===== config.mk =====
export PLATFORM = sky130hd
export DESIGN_NAME = banked_gpio_ctrl
export DESIGN_NICKNAME = d
export VERILOG_FILES = /design/src/rtl/gpio_bank_pkg.sv /design/src/rtl/gpio_sync2.sv /design/src/rtl/gpio_irq_detect.sv /design/src/rtl/gpio_bank.sv /design/src/rtl/banked_gpio_ctrl.sv
export SDC_FILE = /design/constraint.sdc
export NUM_CORES = 1
export LEC_CHECK = 0
export BUFFER_PORTS_ARGS = -buffer_cell sky130_fd_sc_hd__buf_2
export CAP_MARGIN = 20
export CELL_PAD_IN_SITES_DETAIL_PLACEMENT = 0
export CELL_PAD_IN_SITES_GLOBAL_PLACEMENT = 1
export CORE_ASPECT_RATIO = 1.1
export CORE_MARGIN = 3
export CORE_UTILIZATION = 25
export CTS_CLUSTER_DIAMETER = 80
export CTS_CLUSTER_SIZE = 16
export DETAILED_ROUTE_END_ITERATION = 12
export PLACE_DENSITY_LB_ADDON = 0.2
export SKIP_LAST_GASP = 1
export SYNTH_ARGS = -nofsm -noshare
export SYNTH_HDL_FRONTEND = slang
export SYNTH_SLANG_ARGS = --single-unit

===== constraint.sdc =====
create_clock -name clk -period 2.8 [get_ports clk]
set_clock_uncertainty 0.15 [all_clocks]
set_input_delay 0.28 -clock clk [delete_from_list [all_inputs] [get_ports clk]]
set_output_delay 0.28 -clock clk [all_outputs]
set_load 0.05 [all_outputs]

===== src/rtl/gpio_bank_pkg.sv =====
package gpio_bank_pkg;
  localparam int PINS_PER_BANK = 16;
  localparam int BANK_SPAN_LG2 = 7;
  localparam int SEL_W         = 5;

  // word index inside a bank window (byte offset / 4)
  localparam logic [SEL_W-1:0] SEL_OUTV  = 5'd0;
  localparam logic [SEL_W-1:0] SEL_GATE  = 5'd1;
  localparam logic [SEL_W-1:0] SEL_DRIVE = 5'd2;
  localparam logic [SEL_W-1:0] SEL_LVL   = 5'd3;
  localparam logic [SEL_W-1:0] SEL_ANY   = 5'd4;
  localparam logic [SEL_W-1:0] SEL_POL   = 5'd5;
  localparam logic [SEL_W-1:0] SEL_IEN   = 5'd6;
  localparam logic [SEL_W-1:0] SEL_RAW   = 5'd7;
  localparam logic [SEL_W-1:0] SEL_MSK   = 5'd8;
  localparam logic [SEL_W-1:0] SEL_ACK   = 5'd9;
  localparam logic [SEL_W-1:0] SEL_INEN  = 5'd10;

  typedef logic [PINS_PER_BANK-1:0] bank_vec_t;

  // Per-pin edge events for the configured edge kind.
  function automatic bank_vec_t edge_events(bank_vec_t cur, bank_vec_t prev,
                                            bank_vec_t any, bank_vec_t pol);
    bank_vec_t rise, fall;
    rise = cur & ~prev;
    fall = ~cur & prev;
    return (any & (rise | fall)) | (~any & pol & rise) | (~any & ~pol & fall);
  endfunction

  // Level hits: active when the enabled input equals the polarity.
  function automatic bank_vec_t level_hits(bank_vec_t en, bank_vec_t lvl,
                                           bank_vec_t pol);
    return en & ~(lvl ^ pol);
  endfunction

  // Masked merge of a write into a register.
  function automatic bank_vec_t merge_write(bank_vec_t old, bank_vec_t nv,
                                            bank_vec_t keep_mask);
    return (old & ~keep_mask) | (nv & keep_mask);
  endfunction
endpackage


===== src/rtl/gpio_sync2.sv =====
module gpio_sync2 #(
  parameter int W = 16
) (
  input  logic         clk,
  input  logic         rst_n,
  input  logic [W-1:0] async_in,
  output logic [W-1:0] sync_out
);
  logic [W-1:0] stage1;

  always_ff @(posedge clk or negedge rst_n) begin
    if (!rst_n) begin
      stage1   <= '0;
      sync_out <= '0;
    end else begin
      stage1   <= async_in;
      sync_out <= stage1;
    end
  end
endmodule


===== src/rtl/gpio_irq_detect.sv =====
module gpio_irq_detect
  import gpio_bank_pkg::*;
(
  input  logic      clk,
  input  logic      rst_n,
  input  bank_vec_t sampled,
  input  bank_vec_t usable,
  input  bank_vec_t lvl_mode,
  input  bank_vec_t any_edge,
  input  bank_vec_t pol,
  input  logic      ack_we,
  input  bank_vec_t ack_bits,
  output bank_vec_t edge_now,
  output bank_vec_t edge_held,
  output bank_vec_t raw
);
  bank_vec_t prev_q;
  bank_vec_t ack_mask;

  assign edge_now = edge_events(sampled, prev_q, any_edge, pol) & ~lvl_mode;
  assign ack_mask = ack_we ? ack_bits : '0;

  always_ff @(posedge clk or negedge rst_n) begin
    if (!rst_n) begin
      prev_q    <= '0;
      edge_held <= '0;
    end else begin
      prev_q    <= sampled;
      // a fresh event outranks a simultaneous acknowledge
      edge_held <= (edge_held & ~ack_mask) | edge_now;
    end
  end

  assign raw = (lvl_mode & level_hits(usable, sampled, pol)) | (~lvl_mode & edge_held);
endmodule


===== src/rtl/gpio_bank.sv =====
module gpio_bank
  import gpio_bank_pkg::*;
(
  input  logic             clk,
  input  logic             rst_n,
  input  logic             wr_en,
  input  logic [SEL_W-1:0] sel,
  input  bank_vec_t        wr_data,
  input  bank_vec_t        pad_in,
  output bank_vec_t        rd_data,
  output bank_vec_t        pad_out,
  output bank_vec_t        pad_oe,
  output bank_vec_t        stat_masked,
  output bank_vec_t        irq_en,
  output bank_vec_t        edge_held,
  output logic             ack_hit
);
  bank_vec_t outv_q, gate_q, drive_q, lvl_q, any_q, pol_q, ien_q, inen_q;
  bank_vec_t pad_sync, sampled, usable, stat_raw, edge_now;

  always_ff @(posedge clk or negedge rst_n) begin
    if (!rst_n) begin
      outv_q  <= '0;
      gate_q  <= '0;
      drive_q <= '0;
      lvl_q   <= '0;
      any_q   <= '0;
      pol_q   <= '0;
      ien_q   <= '0;
      inen_q  <= '0;
    end else if (wr_en) begin
      case (sel)
        SEL_OUTV:  outv_q  <= merge_write(outv_q, wr_data, gate_q);
        SEL_GATE:  gate_q  <= wr_data;
        SEL_DRIVE: drive_q <= wr_data;
        SEL_LVL:   lvl_q   <= wr_data;
        SEL_ANY:   any_q   <= wr_data;
        SEL_POL:   pol_q   <= wr_data;
        SEL_IEN:   ien_q   <= wr_data;
        SEL_INEN:  inen_q  <= wr_data;
        default:   ;
      endcase
    end
  end

  gpio_sync2 #(.W(PINS_PER_BANK)) sync_i (
    .clk      (clk),
    .rst_n    (rst_n),
    .async_in (pad_in),
    .sync_out (pad_sync)
  );

  assign usable  = inen_q & ~drive_q;
  assign sampled = pad_sync & usable;
  assign ack_hit = wr_en && (sel == SEL_ACK);

  gpio_irq_detect det_i (
    .clk       (clk),
    .rst_n     (rst_n),
    .sampled   (sampled),
    .usable    (usable),
    .lvl_mode  (lvl_q),
    .any_edge  (any_q),
    .pol       (pol_q),
    .ack_we    (ack_hit),
    .ack_bits  (wr_data),
    .edge_now  (edge_now),
    .edge_held (edge_held),
    .raw       (stat_raw)
  );

  assign stat_masked = stat_raw & ien_q;
  assign irq_en      = ien_q;
  assign pad_out     = outv_q;
  assign pad_oe      = drive_q & gate_q;

  always_comb begin
    case (sel)
      SEL_OUTV:  rd_data = gate_q & ((drive_q & outv_q) | (~drive_q & sampled));
      SEL_GATE:  rd_data = gate_q;
      SEL_DRIVE: rd_data = drive_q;
      SEL_LVL:   rd_data = lvl_q;
      SEL_ANY:   rd_data = any_q;
      SEL_POL:   rd_data = pol_q;
      SEL_IEN:   rd_data = ien_q;
      SEL_RAW:   rd_data = stat_raw;
      SEL_MSK:   rd_data = stat_masked;
      SEL_INEN:  rd_data = inen_q;
      default:   rd_data = '0;
    endcase
  end

  logic unused_evt;
  assign unused_evt = ^edge_now;
endmodule


===== src/rtl/banked_gpio_ctrl.sv =====
module banked_gpio_ctrl
  import gpio_bank_pkg::*;
#(
  parameter  int NUM_BANKS = 2,
  localparam int NPINS     = NUM_BANKS * PINS_PER_BANK,
  localparam int BANK_W    = (NUM_BANKS > 1) ? $clog2(NUM_BANKS) : 1,
  localparam int ADDR_W    = BANK_SPAN_LG2 + BANK_W
) (
  input  logic              clk,
  input  logic              rst_n,
  input  logic              bus_valid,
  input  logic              bus_write,
  input  logic [ADDR_W-1:0] bus_addr,
  input  logic [31:0]       bus_wdata,
  output logic              bus_ready,
  output logic [31:0]       bus_rdata,
  input  logic [NPINS-1:0]  pin_in,
  output logic [NPINS-1:0]  pin_out,
  output logic [NPINS-1:0]  pin_oe,
  output logic              irq
);
  logic              accept;
  logic [BANK_W-1:0] bank_idx;
  logic [SEL_W-1:0]  sel;
  bank_vec_t         rd_words [NUM_BANKS];
  bank_vec_t         rd_word;
  logic [NUM_BANKS-1:0] ack_hits;
  logic [NPINS-1:0]  all_masked, all_ien, all_edge_held;
  logic              ack_any;

  assign accept   = bus_valid && !bus_ready;
  assign bank_idx = bus_addr[ADDR_W-1:BANK_SPAN_LG2];
  assign sel      = bus_addr[BANK_SPAN_LG2-1:2];

  for (genvar b = 0; b < NUM_BANKS; b++) begin : g_bank
    localparam int LO = b * PINS_PER_BANK;
    logic bank_wr;
    assign bank_wr = accept && bus_write && (bank_idx == BANK_W'(b));

    gpio_bank bank_i (
      .clk         (clk),
      .rst_n       (rst_n),
      .wr_en       (bank_wr),
      .sel         (sel),
      .wr_data     (bus_wdata[PINS_PER_BANK-1:0]),
      .pad_in      (pin_in[LO +: PINS_PER_BANK]),
      .rd_data     (rd_words[b]),
      .pad_out     (pin_out[LO +: PINS_PER_BANK]),
      .pad_oe      (pin_oe[LO +: PINS_PER_BANK]),
      .stat_masked (all_masked[LO +: PINS_PER_BANK]),
      .irq_en      (all_ien[LO +: PINS_PER_BANK]),
      .edge_held   (all_edge_held[LO +: PINS_PER_BANK]),
      .ack_hit     (ack_hits[b])
    );
  end

  always_comb begin
    rd_word = '0;
    for (int b = 0; b < NUM_BANKS; b++) begin
      if (bank_idx == BANK_W'(b)) rd_word = rd_words[b];
    end
  end

  always_ff @(posedge clk or negedge rst_n) begin
    if (!rst_n) begin
      bus_ready <= 1'b0;
      bus_rdata <= '0;
    end else begin
      bus_ready <= accept;
      if (accept) bus_rdata <= bus_write ? 32'd0 : {16'd0, rd_word};
    end
  end

  assign ack_any = |ack_hits;
  assign irq     = |all_masked;

  logic unused_bits;
  assign unused_bits = ^{bus_wdata[31:PINS_PER_BANK], bus_addr[1:0]};
endmodule


After elaboration in Yosys (flattened, before gate mapping) --
Index checks and enable logic that the tools add are counted.
Word-level totals: bits in registers 417, bits of input ports 76, logic and storage cells 144
Operators by class: equality and inequality tests 10, muxes and demuxes 6, bitwise logic cells 77, reductions and logical operators 25
Operators by type and width (count):
- 16-bit bitwise AND | 42
- 16-bit case mux with 10 select lines | 2
- 16-bit NOT | 18
- 16-bit OR | 14
- 16-bit 2-to-1 mux | 4
- 2-bit AND reduction | 16
- 32-bit OR reduction | 1
- 16-bit bitwise XOR | 2
- 5-bit by 3-bit equality test with 1-bit output, second input constant | 4
- 5-bit by 4-bit equality test with 1-bit output, second input constant | 3
- 5-bit by 2-bit equality test with 1-bit output, second input constant | 2
- 1-bit logical AND | 6
- 5-bit by 1-bit equality test with 1-bit output, second input constant | 1
- 5-bit logical NOT | 1
- 1-bit logical NOT | 1
- 1-bit NOT | 1

Depth between registers and ports, before layout --
depth in word-level cells 12, mapped depth 9, depth with buffers taken out 7

Modules after synthesis --
From an unflattened synthesis, not the netlist that was laid out.
Second synthesis, totals: cells, all modules 1816, area total of the unflattened synthesis 20893.8 µm²
By module, submodules not included:
- gpio_bank | times used 2, cells each 550, area each 6578.8 µm², sequential area each 3203.1 µm²
- gpio_irq_detect | times used 2, cells each 274, area each 2541.2 µm², sequential area each 800.8 µm²
- gpio_sync2 | times used 2, cells each 32, area each 800.8 µm², sequential area each 800.8 µm²
- banked_gpio_ctrl | times used 1, cells each 104, area each 1052.3 µm², sequential area each 425.4 µm²

Worst setup path before layout --
No wires, ideal clock.
path kind flip-flop to flip-flop, start point register bus_ready, end point register g_bank[1].bank_i.inen_q[10], library setup time 125 ps, arrival 2159 ps, data required time 2525 ps, path slack 366 ps, stages on the path, launching flop included 7, path buffers 1, path through dfrtp_1 -> nand2b_1 -> inv_1 -> nand3_2 -> nor3_2 -> buf_4 -> mux2_2
Between the ends: word-level cells in the longest chain between the ends 5
RTL lines:
- from (decl) | RTL line banked_gpio_ctrl.sv:15 | output logic bus_ready,
- from (signal assigned) | RTL line banked_gpio_ctrl.sv:69 | bus_ready <= accept;
- 1-bit logical NOT | RTL line banked_gpio_ctrl.sv:31 | assign accept = bus_valid && !bus_ready;
- 1-bit logical AND | RTL line banked_gpio_ctrl.sv:31
- net accept | RTL line banked_gpio_ctrl.sv:22 | logic accept;
- 1-bit logical AND (2 in series) | RTL line banked_gpio_ctrl.sv:38 | assign bank_wr = accept && bus_write && (bank_idx == BANK_W'(b));
- 2-bit AND reduction (no line)
- to (signal assigned) | RTL line gpio_bank.sv:40 | SEL_INEN: inen_q <= wr_data;
- to (decl) | RTL line gpio_bank.sv:18 | bank_vec_t outv_q, gate_q, drive_q, lvl_q, any_q, pol_q, ien_q, inen_q;
The timed path passes the listed nets, and every way through them passes these cells. A chain may end at the register's enable or synchronous reset.

Final worst setup path --
start point register g_bank[0].bank_i.det_i.edge_held[10], end point output port irq
Between the ends: word-level cells in the longest chain between the ends 4
RTL lines:
- from (decl) | RTL line gpio_irq_detect.sv:14 | output bank_vec_t edge_held,
- from (signal assigned) | RTL line gpio_irq_detect.sv:30 | edge_held <= (edge_held & ~ack_mask) | edge_now;
- 16-bit bitwise AND | RTL line gpio_irq_detect.sv:34 | assign raw = (lvl_mode & level_hits(usable, sampled, pol)) | (~lvl_mode & edge_held);
- 16-bit OR | RTL line gpio_irq_detect.sv:34
- 16-bit bitwise AND | RTL line gpio_bank.sv:72 | assign stat_masked = stat_raw & ien_q;
- 32-bit OR reduction | RTL line banked_gpio_ctrl.sv:75 | assign irq = |all_masked;
- to (decl) | RTL line banked_gpio_ctrl.sv:20 | output logic irq
No other way between the ends.

==> impl_metrics.yaml <==
outcome:
  outcome: "complete, but fails checks"
  violations: "negative setup slack"
detailed_routing:
  wl_um: 80160
  drcViolationCount: 0
  vias_per_cell: 4.983
  drt-initial-drc-count: 1091
  wl_per_cell_um: 25.42
  antenna_left: 0
  dr.pass1.iters: 5
  via_count: 15720
sta:
  final_hold_viol_count: 0
  period_needed_ns: 3.068
  setup_ws_ns: -0.2685
  slew_viol_final: 0
  setup_tns_ns: -0.2685
  max-slew-margin-rel_pct: 39.08
  worstMarginPinSlew_ns: 0.8908
  fmax_mhz: 325.9
  finalSetupViolCount: 1
  fin_crit_sh_pct: 109.6
  grt_setup_unrepaired: "yes"
worst_hold_path:
  hp-class: "in2reg"
pwr:
  p_total_mw: 12.97
  p_per_area_nw_per_um2: 519.6
  ir_drop_v: 0.0003753
  p_leak_nw: 11.70
worst_setup_path:
  cp_max_fo: 3
  cp_num_buf_inv: 2
  cp_cell_sequence: "nand3b_1 -> nand4_1 -> or4_4 -> nor4_2 -> nand4_1 -> buf_6 -> buf_8"
  endpoint_kind: "output pin"
  slowest_delay_ns: 0.58
  worstSetupPathType: "reg2out"
  crit_top_cell: "nand4_1"
  reg2reg_slack_ns: 0.21
  crit_family: "simple AND/OR/NAND/NOR gates"
  start_kind: "flop"
  crit_arrival_ns: 2.64
  crit_path_top_delay_cell: "or4_4"
  required_ns: 2.37
global_routing:
  grt_start_max_net_pins: 70
  grt_use_total_pct: 18.63
  antenna_found_initial: 8
  grt_pass1_wl_um: 116400
  first_global_vias: 16270
  overflow: 0
clocking:
  cts_root_buf: "clkbuf_16"
  cts_buffers: 36
  clk_pin_slew_worst_paths_ns: 0.08
  clkLatencyLatePin_ns: 0.56
  htree_levels: 2
  clock_sinks: 401
  clk_path_buf_depth: 3
  cts_tree: "built"
die:
  num_rows: 109
  die_area_sq_um: 84990
  initial_utilization_pct: 25.29
  core_sq_um: 80600
  die_x_um: 278.2
  ioPinCount: 174
  dieHeight_um: 305.5
cells_and_area:
  syn_to_final_growth_pct: 22.44
  fin_nets: 2220
  drive_above_1_share_pct: 32.03
  final_area_sq_um: 24950
synthesis:
  synth_top_flop_cell: "dfrtp_1"
  yosysTopAreaCell: "dfrtp_1"
  avgSynthCellArea_sq_um: 11.30
  synth-seq-area-share_pct: 49.24
  synthArstFlopShare_pct: 100.0
  yosys-top-cells-area: "dfrtp_1 49%, mux2_2 16%, ha_1 3.9%, nand2_1 3.7%, o21ai_0 1.8%"
  ys_ff_latch: 401
  syn_inst: 1803
  yosysWarnings: 0
  netlist_area_sq_um: 20380
  synth.top_cell.area_share_pct: 49.24
  synth_edf_count: 0
  synth_cell_types: 67
run:
  max_cap_violations: 0
placement:
  dp_hpwl_um: 57850
  pre_cts_ws_ns: 0.08276
  place_congestion: 0.8628
  numPortBuffers: 139
  place_area_sq_um: 23290
[power breakdown]
part           total (mW)  switching (mW)  internal, mW
registers            6.38           0.299          6.08
logic                1.55           0.921         0.625
clock network        5.04            2.46          2.58
[worst register-to-register path: stages (launching register included)]
cell,delay [ns]
dfrtp_1,0.52
nor2b_1,0.14
nand2_1,0.12
inv_1,0.10
o211ai_1,0.37
o211ai_1,0.16
a2111oi_0,0.73
a221oi_1,0.12
[final cells by class]
class,instances,area [sq um]
Antenna cell,2,5.005
Timing Repair Buffer,332,2544
Clock buffer,43,958.4
Sequential cell,401,10040
Tap cell,1054,1319
Multi-Input combinational cell,1230,9653
Clock inverter,13,138.9
Inverter,79,296.5
Fill cell,8307,55650
[placed cells by master, fill, tap and decap left out, types with 14 or more instances in the layout]
master           n
o2bb2ai_1       17
nand3_1         40
buf_12          23
a31oi_1         17
a221o_1         15
a221oi_1        34
ha_1            64
o21ai_0         72
clkbuf_16       37
nand3b_1        30
dfrtp_1        397
xnor2_1         32
inv_1           78
and2_1          35
a21oi_1         39
conb_1          16
nand4_1         36
mux2_2         285
and3_1          21
nor2b_1         51
nand2b_1        15
a22o_1          17
buf_4          134
buf_2          137
mux2i_1         28
dlygate4sd3_1   35
nand2_1        201
a2111oi_0       14
[metrics by stage]
stage	util, %	std cells	hold slack (ns)
after global placement	28.89	3042	0.1202
after global routing	30.96	3154	0.05158
after detailed placement	28.90	3043	0.1329
after CTS	30.84	3145	0.0001470
after floorplan	-	1818	-0.1656
final	30.96	3154	0.03062
[path summary, 6_finish.rpt]
kind	start	depth (start not counted)	endpoint
setup / recovery	g_bank[0].bank_i.det_i.edge_held[10]$_DFF_PN0_	7	irq
hold / removal	bus_wdata[15]	3	g_bank[1].bank_i.irq_en[15]$_DFFE_PN0P_
setup reg to reg	g_bank[0].bank_i.drive_q[14]$_DFFE_PN0P_	7	bus_rdata[14]$_DFFE_PN0P_
hold reg to reg	g_bank[0].bank_i.sync_i.stage1[12]$_DFF_PN0_	0	g_bank[0].bank_i.sync_i.sync_out[12]$_DFF_PN0_
max in group asynchronous	rst_n	3	asynchronous set/reset pin
min in group asynchronous	rst_n	2	asynchronous set/reset pin
[kinds of logic (layout without fill, tap and decap cells)]
| group | after synthesis | after routing | share of synthesized area, % |
|---|---|---|---|
| and+or+nand+nor | 495 | 495 | 13.24 |
| DFF | 401 | 401 | 49.24 |
| muxes | 314 | 314 | 17.18 |
| AOI/OAI and AO/OA | 309 | 309 | 10.86 |
| buffers and inverters | 187 | 467 | 4.162 |
| adders and majority gates | 64 | 64 | 3.929 |
| xor gates and xnor gates | 32 | 32 | 1.375 |
| other | 1 | 18 | 0.01840 |
[routing by layer]
metal	share of wire [%]	track usage (%)
met1	45	25.03
met2	47	30.45
met3	4.9	3.338
met4	3.4	5.968
met5	0.016	0
[what timing repair did]
item,CTS,global route
hold endpoints to repair,253,0
hold buffers,35,0
resized for setup,8,11
pin swaps,13,11
setup endpoints to repair,1,3
setup buffers,11,7
[cell usage after synthesis (all sizes together) (34+ instances only)]
library cell	n
a221oi	34
nand2	205
o21ai	72
clkbuf	40
a21oi	39
and2	35
nor2b	51
mux2	286
inv	79
dfrtp	401
buf	68
nand3	41
ha	64
nand4	36
[flip-flops by register name, indices dropped and copies added, names as in the netlist, named ones only]
register                       count
g_bank.bank_i.any_q               32
g_bank.bank_i.lvl_q               32
g_bank.bank_i.det_i.edge_held     32
g_bank.bank_i.irq_en              32
g_bank.bank_i.gate_q              32
g_bank.bank_i.inen_q              32
g_bank.bank_i.pol_q               32
bus_rdata                         16
g_bank.bank_i.det_i.prev_q        32
g_bank.bank_i.sync_i.sync_out     32
g_bank.bank_i.drive_q             32
bus_ready                          1
g_bank.bank_i.sync_i.stage1       32
Note: power is estimated with default switching activity, not from simulation.
